<file path="src/rtl/msi_pkg.sv">
package msi_pkg;
    localparam int VEC_W = 5;
    localparam int CNT_W = 3;

    typedef logic [VEC_W-1:0] vec_t;
    typedef logic [CNT_W-1:0] cnt_t;

    // Limit the programmed count exponent to what the block was built for.
    function automatic cnt_t clamp_log2(input cnt_t field, input int unsigned limit);
        if (32'(field) > limit) begin
            return cnt_t'(limit);
        end
        return field;
    endfunction
endpackage

</file>
<file path="src/rtl/msi_vec_range.sv">
module msi_vec_range
    import msi_pkg::*;
#(
    parameter int MAX_LOG2 = 5,
    parameter int NVEC     = 1 << MAX_LOG2
) (
    input  cnt_t            cfg_count_log2,
    input  vec_t            probe_vec,
    output cnt_t            eff_log2,
    output logic [5:0]      vec_count,
    output logic [NVEC-1:0] live_mask,
    output logic            probe_ok
);
    assign eff_log2  = clamp_log2(cfg_count_log2, MAX_LOG2);
    assign vec_count = 6'd1 << eff_log2;
    assign probe_ok  = ({1'b0, probe_vec} < vec_count);

    for (genvar gi = 0; gi < NVEC; gi++) begin : g_live
        assign live_mask[gi] = (6'(gi) < vec_count);
    end
endmodule

</file>
<file path="src/rtl/msi_msg_fmt.sv">
module msi_msg_fmt
    import msi_pkg::*;
#(
    parameter int ADDR_W = 64
) (
    input  logic [ADDR_W-1:0] base_addr,
    input  logic [15:0]       base_data,
    input  cnt_t              eff_log2,
    input  vec_t              vec,
    output logic [ADDR_W-1:0] wr_addr,
    output logic [31:0]       wr_data
);
    logic [15:0] low_bits;

    assign low_bits = (16'd1 << eff_log2) - 16'd1;
    assign wr_addr  = {base_addr[ADDR_W-1:2], 2'b00};
    assign wr_data  = {16'h0000, (base_data & ~low_bits) | (16'(vec) & low_bits)};
endmodule

</file>
<file path="src/rtl/msi_issuer.sv">
module msi_issuer
    import msi_pkg::*;
#(
    parameter int ADDR_W   = 64,
    parameter int MAX_LOG2 = 5,
    parameter bit MASK_EN  = 1'b1,
    localparam int NVEC    = 1 << MAX_LOG2,
    localparam int VW      = (MAX_LOG2 > 0) ? MAX_LOG2 : 1
) (
    input  logic              clk,
    input  logic              rst_n,
    input  logic              req_valid,
    input  logic [4:0]        req_vector,
    output logic              req_ready,
    input  logic              cfg_enable,
    input  logic [2:0]        cfg_count_log2,
    input  logic [ADDR_W-1:0] cfg_addr,
    input  logic [15:0]       cfg_data,
    input  logic [NVEC-1:0]   cfg_mask,
    input  logic              cfg_wr,
    input  logic              intx_in,
    output logic              intx_out,
    output logic              mw_valid,
    input  logic              mw_ready,
    output logic [ADDR_W-1:0] mw_addr,
    output logic [31:0]       mw_data,
    output logic [NVEC-1:0]   pending
);
    typedef struct packed {
        logic              mw_valid;
        logic [ADDR_W-1:0] addr;
        logic [31:0]       data;
        logic [NVEC-1:0]   pend;
        logic              scan_req;
        logic              scan_act;
        vec_t              idx;
    } state_t;

    state_t s_q, s_d;

    cnt_t              eff_log2;
    logic [5:0]        vec_count;
    logic [NVEC-1:0]   live_mask;
    logic              req_in_range;
    vec_t              issue_vec;
    logic [ADDR_W-1:0] fmt_addr;
    logic [31:0]       fmt_data;
    logic              accept;
    logic              req_masked;
    logic              scan_hit;
    logic [5:0]        next_pos;

    msi_vec_range #(
        .MAX_LOG2(MAX_LOG2),
        .NVEC    (NVEC)
    ) u_range (
        .cfg_count_log2(cfg_count_log2),
        .probe_vec     (req_vector),
        .eff_log2      (eff_log2),
        .vec_count     (vec_count),
        .live_mask     (live_mask),
        .probe_ok      (req_in_range)
    );

    assign issue_vec = s_q.scan_act ? s_q.idx : req_vector;

    msi_msg_fmt #(
        .ADDR_W(ADDR_W)
    ) u_fmt (
        .base_addr(cfg_addr),
        .base_data(cfg_data),
        .eff_log2 (eff_log2),
        .vec      (issue_vec),
        .wr_addr  (fmt_addr),
        .wr_data  (fmt_data)
    );

    assign req_ready  = !s_q.mw_valid && !s_q.scan_req && !s_q.scan_act;
    assign accept     = req_valid && req_ready;
    assign req_masked = MASK_EN && cfg_mask[req_vector[VW-1:0]];
    assign scan_hit   = s_q.pend[s_q.idx[VW-1:0]] && !(MASK_EN && cfg_mask[s_q.idx[VW-1:0]]);
    assign next_pos   = {1'b0, s_q.idx} + 6'd1;

    always_comb begin
        s_d = s_q;

        // completion of the outstanding write
        if (s_q.mw_valid && mw_ready) begin
            s_d.mw_valid = 1'b0;
        end

        // direct request path
        if (accept && cfg_enable && req_in_range) begin
            if (req_masked) begin
                s_d.pend[req_vector[VW-1:0]] = 1'b1;
            end else begin
                s_d.mw_valid = 1'b1;
                s_d.addr     = fmt_addr;
                s_d.data     = fmt_data;
            end
        end

        // replay scan
        if (s_q.scan_act) begin
            if (!cfg_enable) begin
                s_d.scan_act = 1'b0;
            end else if (!s_q.mw_valid) begin
                if (scan_hit) begin
                    s_d.pend[s_q.idx[VW-1:0]] = 1'b0;
                    s_d.mw_valid = 1'b1;
                    s_d.addr     = fmt_addr;
                    s_d.data     = fmt_data;
                end
                if (next_pos >= vec_count) begin
                    s_d.scan_act = 1'b0;
                end else begin
                    s_d.idx = next_pos[VEC_W-1:0];
                end
            end
        end else if (s_q.scan_req) begin
            if (!cfg_enable) begin
                s_d.scan_req = 1'b0;
            end else if (!s_q.mw_valid) begin
                s_d.scan_req = 1'b0;
                s_d.scan_act = 1'b1;
                s_d.idx      = '0;
            end
        end

        // configuration write: trim pending and queue a replay scan
        if (cfg_wr && cfg_enable) begin
            s_d.pend     = s_d.pend & live_mask;
            s_d.scan_req = 1'b1;
        end

        if (!MASK_EN) begin
            s_d.pend = '0;
        end
    end

    always_ff @(posedge clk) begin
        if (!rst_n) begin
            s_q <= '0;
        end else begin
            s_q <= s_d;
        end
    end

    assign mw_valid = s_q.mw_valid;
    assign mw_addr  = s_q.addr;
    assign mw_data  = s_q.data;
    assign pending  = s_q.pend;
    assign intx_out = intx_in && !cfg_enable;

    AST_HOLD_WHILE_STALLED: assert property (@(posedge clk) disable iff (!rst_n)
        (mw_valid && !mw_ready) |=> (mw_valid && $stable(mw_addr) && $stable(mw_data)));

    AST_NO_ACCEPT_WHEN_BUSY: assert property (@(posedge clk) disable iff (!rst_n)
        mw_valid |-> !req_ready);

    AST_DISABLED_NO_WRITE: assert property (@(posedge clk) disable iff (!rst_n)
        (!cfg_enable && !mw_valid) |=> !mw_valid);

    AST_MASKED_NOT_SENT: assert property (@(posedge clk) disable iff (!rst_n)
        (accept && cfg_enable && req_in_range && req_masked) |=> !mw_valid);

    AST_PEND_TRIMMED: assert property (@(posedge clk) disable iff (!rst_n)
        (cfg_wr && cfg_enable) |=> ((pending & ~$past(live_mask)) == '0));
endmodule

</file>
<file path="config.mk">
export PLATFORM = sky130hd
export DESIGN_NAME = msi_issuer
export DESIGN_NICKNAME = d
export VERILOG_FILES = /design/src/rtl/msi_pkg.sv /design/src/rtl/msi_vec_range.sv /design/src/rtl/msi_msg_fmt.sv /design/src/rtl/msi_issuer.sv
export SDC_FILE = /design/constraint.sdc
export NUM_CORES = 1
export LEC_CHECK = 0
export ABC_AREA = 1
export BUFFER_PORTS_ARGS = -buffer_cell sky130_fd_sc_hd__buf_2
export CORE_MARGIN = 4
export CORE_UTILIZATION = 52
export DETAILED_ROUTE_END_ITERATION = 6
export PLACE_DENSITY = 0.81
export SLEW_MARGIN = 20
export SYNTH_ARGS = -nofsm -noshare
export SYNTH_HDL_FRONTEND = slang
export SYNTH_SLANG_ARGS = --single-unit
</file>
<file path="constraint.sdc">
create_clock -name clk -period 2.9 [get_ports clk]
set_input_delay 0.29 -clock clk [delete_from_list [all_inputs] [get_ports clk]]
set_output_delay 0.29 -clock clk [all_outputs]
set_load 0.01 [all_outputs]
</file>
==> impl.org <==
** Hold path
- The path class of the tightest hold or removal check is input port to register.

** Clock tree
- TritonCTS sink count :: 136
- After clock tree synthesis, the setup repair step added 0 buffers.
- Clk Latency, worst-skew pair :: 0.42 ns
- The number of clock buffers added by TritonCTS is 17.
- The cell sitting at the root of the clock tree is a sky130_fd_sc_hd__clkbuf_16.
- After clock tree synthesis, the clock-pin slew on the worst setup and hold paths is 0.07 ns.
- Number of buffers on the longest clock path :: 2
- TritonCTS built the clock tree.
- CTS built an H-tree with a depth of 4.
- The number of hold buffers added after CTS was 0.
- Once the clock tree was built, the resizer swapped 0 gates to a different size.

** Yosys
- Compound-cell area share of the yosys netlist :: 7.811%
- EDFF count, synth :: 0
- The largest total area in the synthesized netlist belongs to sky130_fd_sc_hd__dfxtp_1.
- For this run, the number of Yosys warnings is 0.
- Post-synthesis mux area share :: 0.2376%
- The number of nets handed over by synthesis was 1471.
- After technology mapping, the gate count stands at 1330.
- The commonest cells after synthesis are 358 x sky130_fd_sc_hd__nand2_1, 194 x sky130_fd_sc_hd__nor2_1, 156 x sky130_fd_sc_hd__inv_1, 136 x sky130_fd_sc_hd__dfxtp_1, 135 x sky130_fd_sc_hd__buf_4.
- After synthesis, the netlist uses 29 different library cells.
- Counting flops and latches in the post-synthesis netlist gives 136.
- Post-synthesis sequential area ratio :: 32.31%
- Summed over its instances, the top area cell type makes up 32.31% of the synthesized netlist area.
- Ranked by total cell area, the synthesized netlist is headed by sky130_fd_sc_hd__dfxtp_1 32%, sky130_fd_sc_hd__nand2_1 16%, sky130_fd_sc_hd__buf_4 12%, sky130_fd_sc_hd__nor2_1 8.6%, sky130_fd_sc_hd__inv_1 6.9%.
- Xor/xnor share of the synthesized area :: 0.1040%
- Simple-Gate Fraction of Synth Area :: 35.15%
- In this run the mean area of a mapped cell was 6.335 um2.
- Commonest register cell after synthesis :: sky130_fd_sc_hd__dfxtp_1
- Area of the mapped netlist :: 8426 um2
- Post-synthesis async set-or-reset flop share :: 0%
- By area, the combinational part of the netlist is dominated by simple AND/OR/NAND/NOR gates.
- Most numerous cell in the Yosys netlist :: sky130_fd_sc_hd__nand2_1
- Adder and majority cell fraction of the synthesized area :: 2.079%

** GRT
- The number of antenna violations at the first check in global routing came to 6.
- Pin count of the biggest net entering global routing :: 62
- Number of global-route vias before repair :: 7764
- Grt total ovfl :: 0
- Global routing used 25.08% of the available tracks.
- The first global-routing pass estimated 37180 um of wire.

** STA
- Accumulated negative setup slack :: 0 ns
- The worst path needs 2.598 ns of the cycle, external delays included.
- Final Slew Violations :: 0
- Transition time at the pin with the least slew margin :: 0.6382 ns
- Setup violations remaining at the end of the flow were counted as 0.
- Between clock sinks in the finished design, the worst skew comes to 0.008540 ns.
- The number of hold violations in the final report was 0.
- Setup repair after global routing left no endpoint under its margin.
- Crit share post-route :: 89.58%
- Max_slew headroom :: 57.46%
- Max Clk Rate :: 385.0 MHz

** Pwr
- Power spread over the standard cell area amounts to 519.5 nW/um2.
- IR drop worst, VDD :: 0.0004437 V
- Cell internal power was estimated by the tool at 3.526 mW.
- Net switching is 28.78% of the power.
- Relative contribution of the clock network to total power :: 45.4%
- Sum of internal, switching and leakage power :: 4.951 mW
- Summed over all cells, the static leakage comes to 5.171 nW.
- Summed over all nets, the switching power comes to 1.425 mW.
- In this run, flip-flops and latches consume 39.9% of the power.
- The share of total power dissipated in combinational logic is 14.7%.

** Run
- The tool flagged a number of max-cap violations equal to 0.

** Floorplan
- Floorplan core area :: 15890 um2
- 258 I/O pins were placed.
- The floorplan has 46 rows.
- Measured along the y axis, the die boundary spans 135.3 um.
- Initial Util :: 53.04%
- Horizontal die dimension :: 135.3 um
- Die area :: 18300 um2

** Placement
- DP Wirelength :: 17170 um
- Routability Congestion :: 0.9100
- Port Buf Inserts :: 255
- Number of instances in the placed design :: 1635

** Run status
- The flow ran to the end, and the final reports show no timing, DRC or antenna violations.

** Route
- Summing over every cut layer, the via total after detailed routing is 8307.
- For this block, the initial DRC count from the detailed router was 496.
- After detailed routing, the number of vias per cell comes to 4.980.
- Number of iterations in the first detailed-routing pass :: 5
- For this block, the routed nets add up to 23410 um of wire.
- In the final routed layout, each cell accounts on average for 14.03 um.
- After detailed routing, the number of remaining DRC violations is 0.
- The detail route stage leaves a number of antenna-violating nets equal to 0.

** Critical path
- The signal on the critical path passes through buf_4 -> nand3_1 -> xor2_1 -> inv_1 -> ha_1 -> a21oi_1 -> o21a_1 -> nand3_1 -> nand2_1 -> nand3_1 -> inv_1 -> o21ai_0 -> a21oi_1.
- Slowest CP cell :: sky130_fd_sc_hd__dfxtp_1
- Among the stages of the critical path, the cell type that occurs most often is sky130_fd_sc_hd__nand3_1.
- Category of the most critical setup path :: register to register
- In this run the worst path has a maximum fanout of 19.
- Worst setup EP type :: register
- Data on the critical path arrives at its endpoint at 2.95 ns.
- STA classifies the critical path startpoint as a register.
- STA puts the critical path data required time at 3.25 ns.
- For this run, the slowest stage of the critical path takes 0.38 ns.

** Layout
- Layout cells sized above 1 :: 22.19%
- Relative to the synthesized area, the layout overhead comes to 13.11%.
- Count of non-filler cells in the finished layout :: 1668
- Number of nets at the end of the flow :: 1579
flip-flops by register name, indices dropped and copies added (netlist names):
register / count
s_q: 7
mw_addr: 64
pending: 32
mw_valid: 1
mw_data: 32
stage by stage:
step | setup WS, ns | hold slack, ns | utilization, % | instance area, um2
3_5_place_dp | 0.3254 | 0.4208 | 56.14 | 8919
6_report | 0.3023 | 0.08104 | 60.00 | 9530
4_1_cts | 0.3502 | 0.06752 | 59.98 | 9528
5_1_grt | 0.1043 | 0.08012 | 59.98 | 9528
3_3_place_gp | 0.3911 | 0.4176 | 56.14 | 8919
2_1_floorplan | 0.5980 | 0.4155 | - | 8426
final timing paths:
| path | startpoint | to | slack [ns] | depth (start not counted) |
|---|---|---|---|---|
| max reg2reg | s_q[1] | s_q[3] | 0.30 | 13 |
| min | cfg_addr[3] | mw_addr[3] | 0.08 | 3 |
| min reg2reg | mw_data[20] | mw_data[20] | 0.43 | 2 |
| max | s_q[1] | s_q[3] | 0.30 | 13 |
routing by layer:
metal / wire length [um] / share of wire (%) / GRT usage [%]
met1: 9190 / 39 / 29.82
met2: 11120 / 48 / 41.81
met3: 2286 / 9.8 / 7.949
met4: 739 / 3.2 / 10.58
met5: 69 / 0.29 / 0
layout by cell type, fill, tap and decap left out, types with 2 or more instances in the layout:
cell / instances
sky130_fd_sc_hd__buf_4: 23
sky130_fd_sc_hd__bufinv_16: 2
sky130_fd_sc_hd__inv_8: 3
sky130_fd_sc_hd__nand3_4: 2
sky130_fd_sc_hd__a21oi_1: 72
sky130_fd_sc_hd__inv_2: 2
sky130_fd_sc_hd__o21ai_0: 43
sky130_fd_sc_hd__inv_6: 4
sky130_fd_sc_hd__nand3_1: 70
sky130_fd_sc_hd__inv_1: 156
sky130_fd_sc_hd__conb_1: 2
sky130_fd_sc_hd__mux2i_1: 2
sky130_fd_sc_hd__clkinv_4: 3
sky130_fd_sc_hd__buf_2: 254
sky130_fd_sc_hd__nor2_2: 5
sky130_fd_sc_hd__o21ai_1: 5
sky130_fd_sc_hd__o211ai_1: 4
sky130_fd_sc_hd__nor2_1: 194
sky130_fd_sc_hd__nand3b_1: 54
sky130_fd_sc_hd__dfxtp_1: 136
sky130_fd_sc_hd__nand2_1: 357
sky130_fd_sc_hd__buf_12: 2
sky130_fd_sc_hd__a31oi_1: 2
sky130_fd_sc_hd__clkbuf_16: 17
sky130_fd_sc_hd__ha_1: 14
sky130_fd_sc_hd__nor3_1: 14
layout make-up:
cell class	count	area (um2)
Antenna cell	1	2.502
Multi-Input combinational cell	846	3849
Clock buffer	17	425.4
Inverter	158	593.1
Fill cell	1546	6355
Tap cell	216	270.3
Sequential cell	136	2723
Timing Repair Buffer	279	1484
Clock inverter	15	183.9
critical path: cells and delay by family (launching register included):
kind	cells	cell delay, ns
buffers and inverters	3	0.60
AO/OA/AOI/OAI	4	0.53
AND/OR/NAND/NOR	4	0.51
flip-flops	1	0.38
adder cells (fa/ha/maj)	1	0.32
XOR/XNOR	1	0.20
kinds of logic (layout without fill, tap and decap cells):
family	count (synthesis)	count (layout)
flops	136	136
xor+xnor	1	1
other cells	2	3
mux	2	2
compound gates	128	128
fa+ha+maj	14	14
buf+inv	348	469
simple gates	699	699
power groups by stage:
stage                     clock network [mW]  registers, mW  logic [mW]
after floorplan                            0           2.01       0.538
after CTS                               2.29           1.98       0.720
final                                   2.25           1.98       0.726
after global routing                    2.37           1.98       0.810
after global placement                     0           2.01       0.703
after detailed placement                   0           2.02       0.716
(Power assumes the default switching activity.)
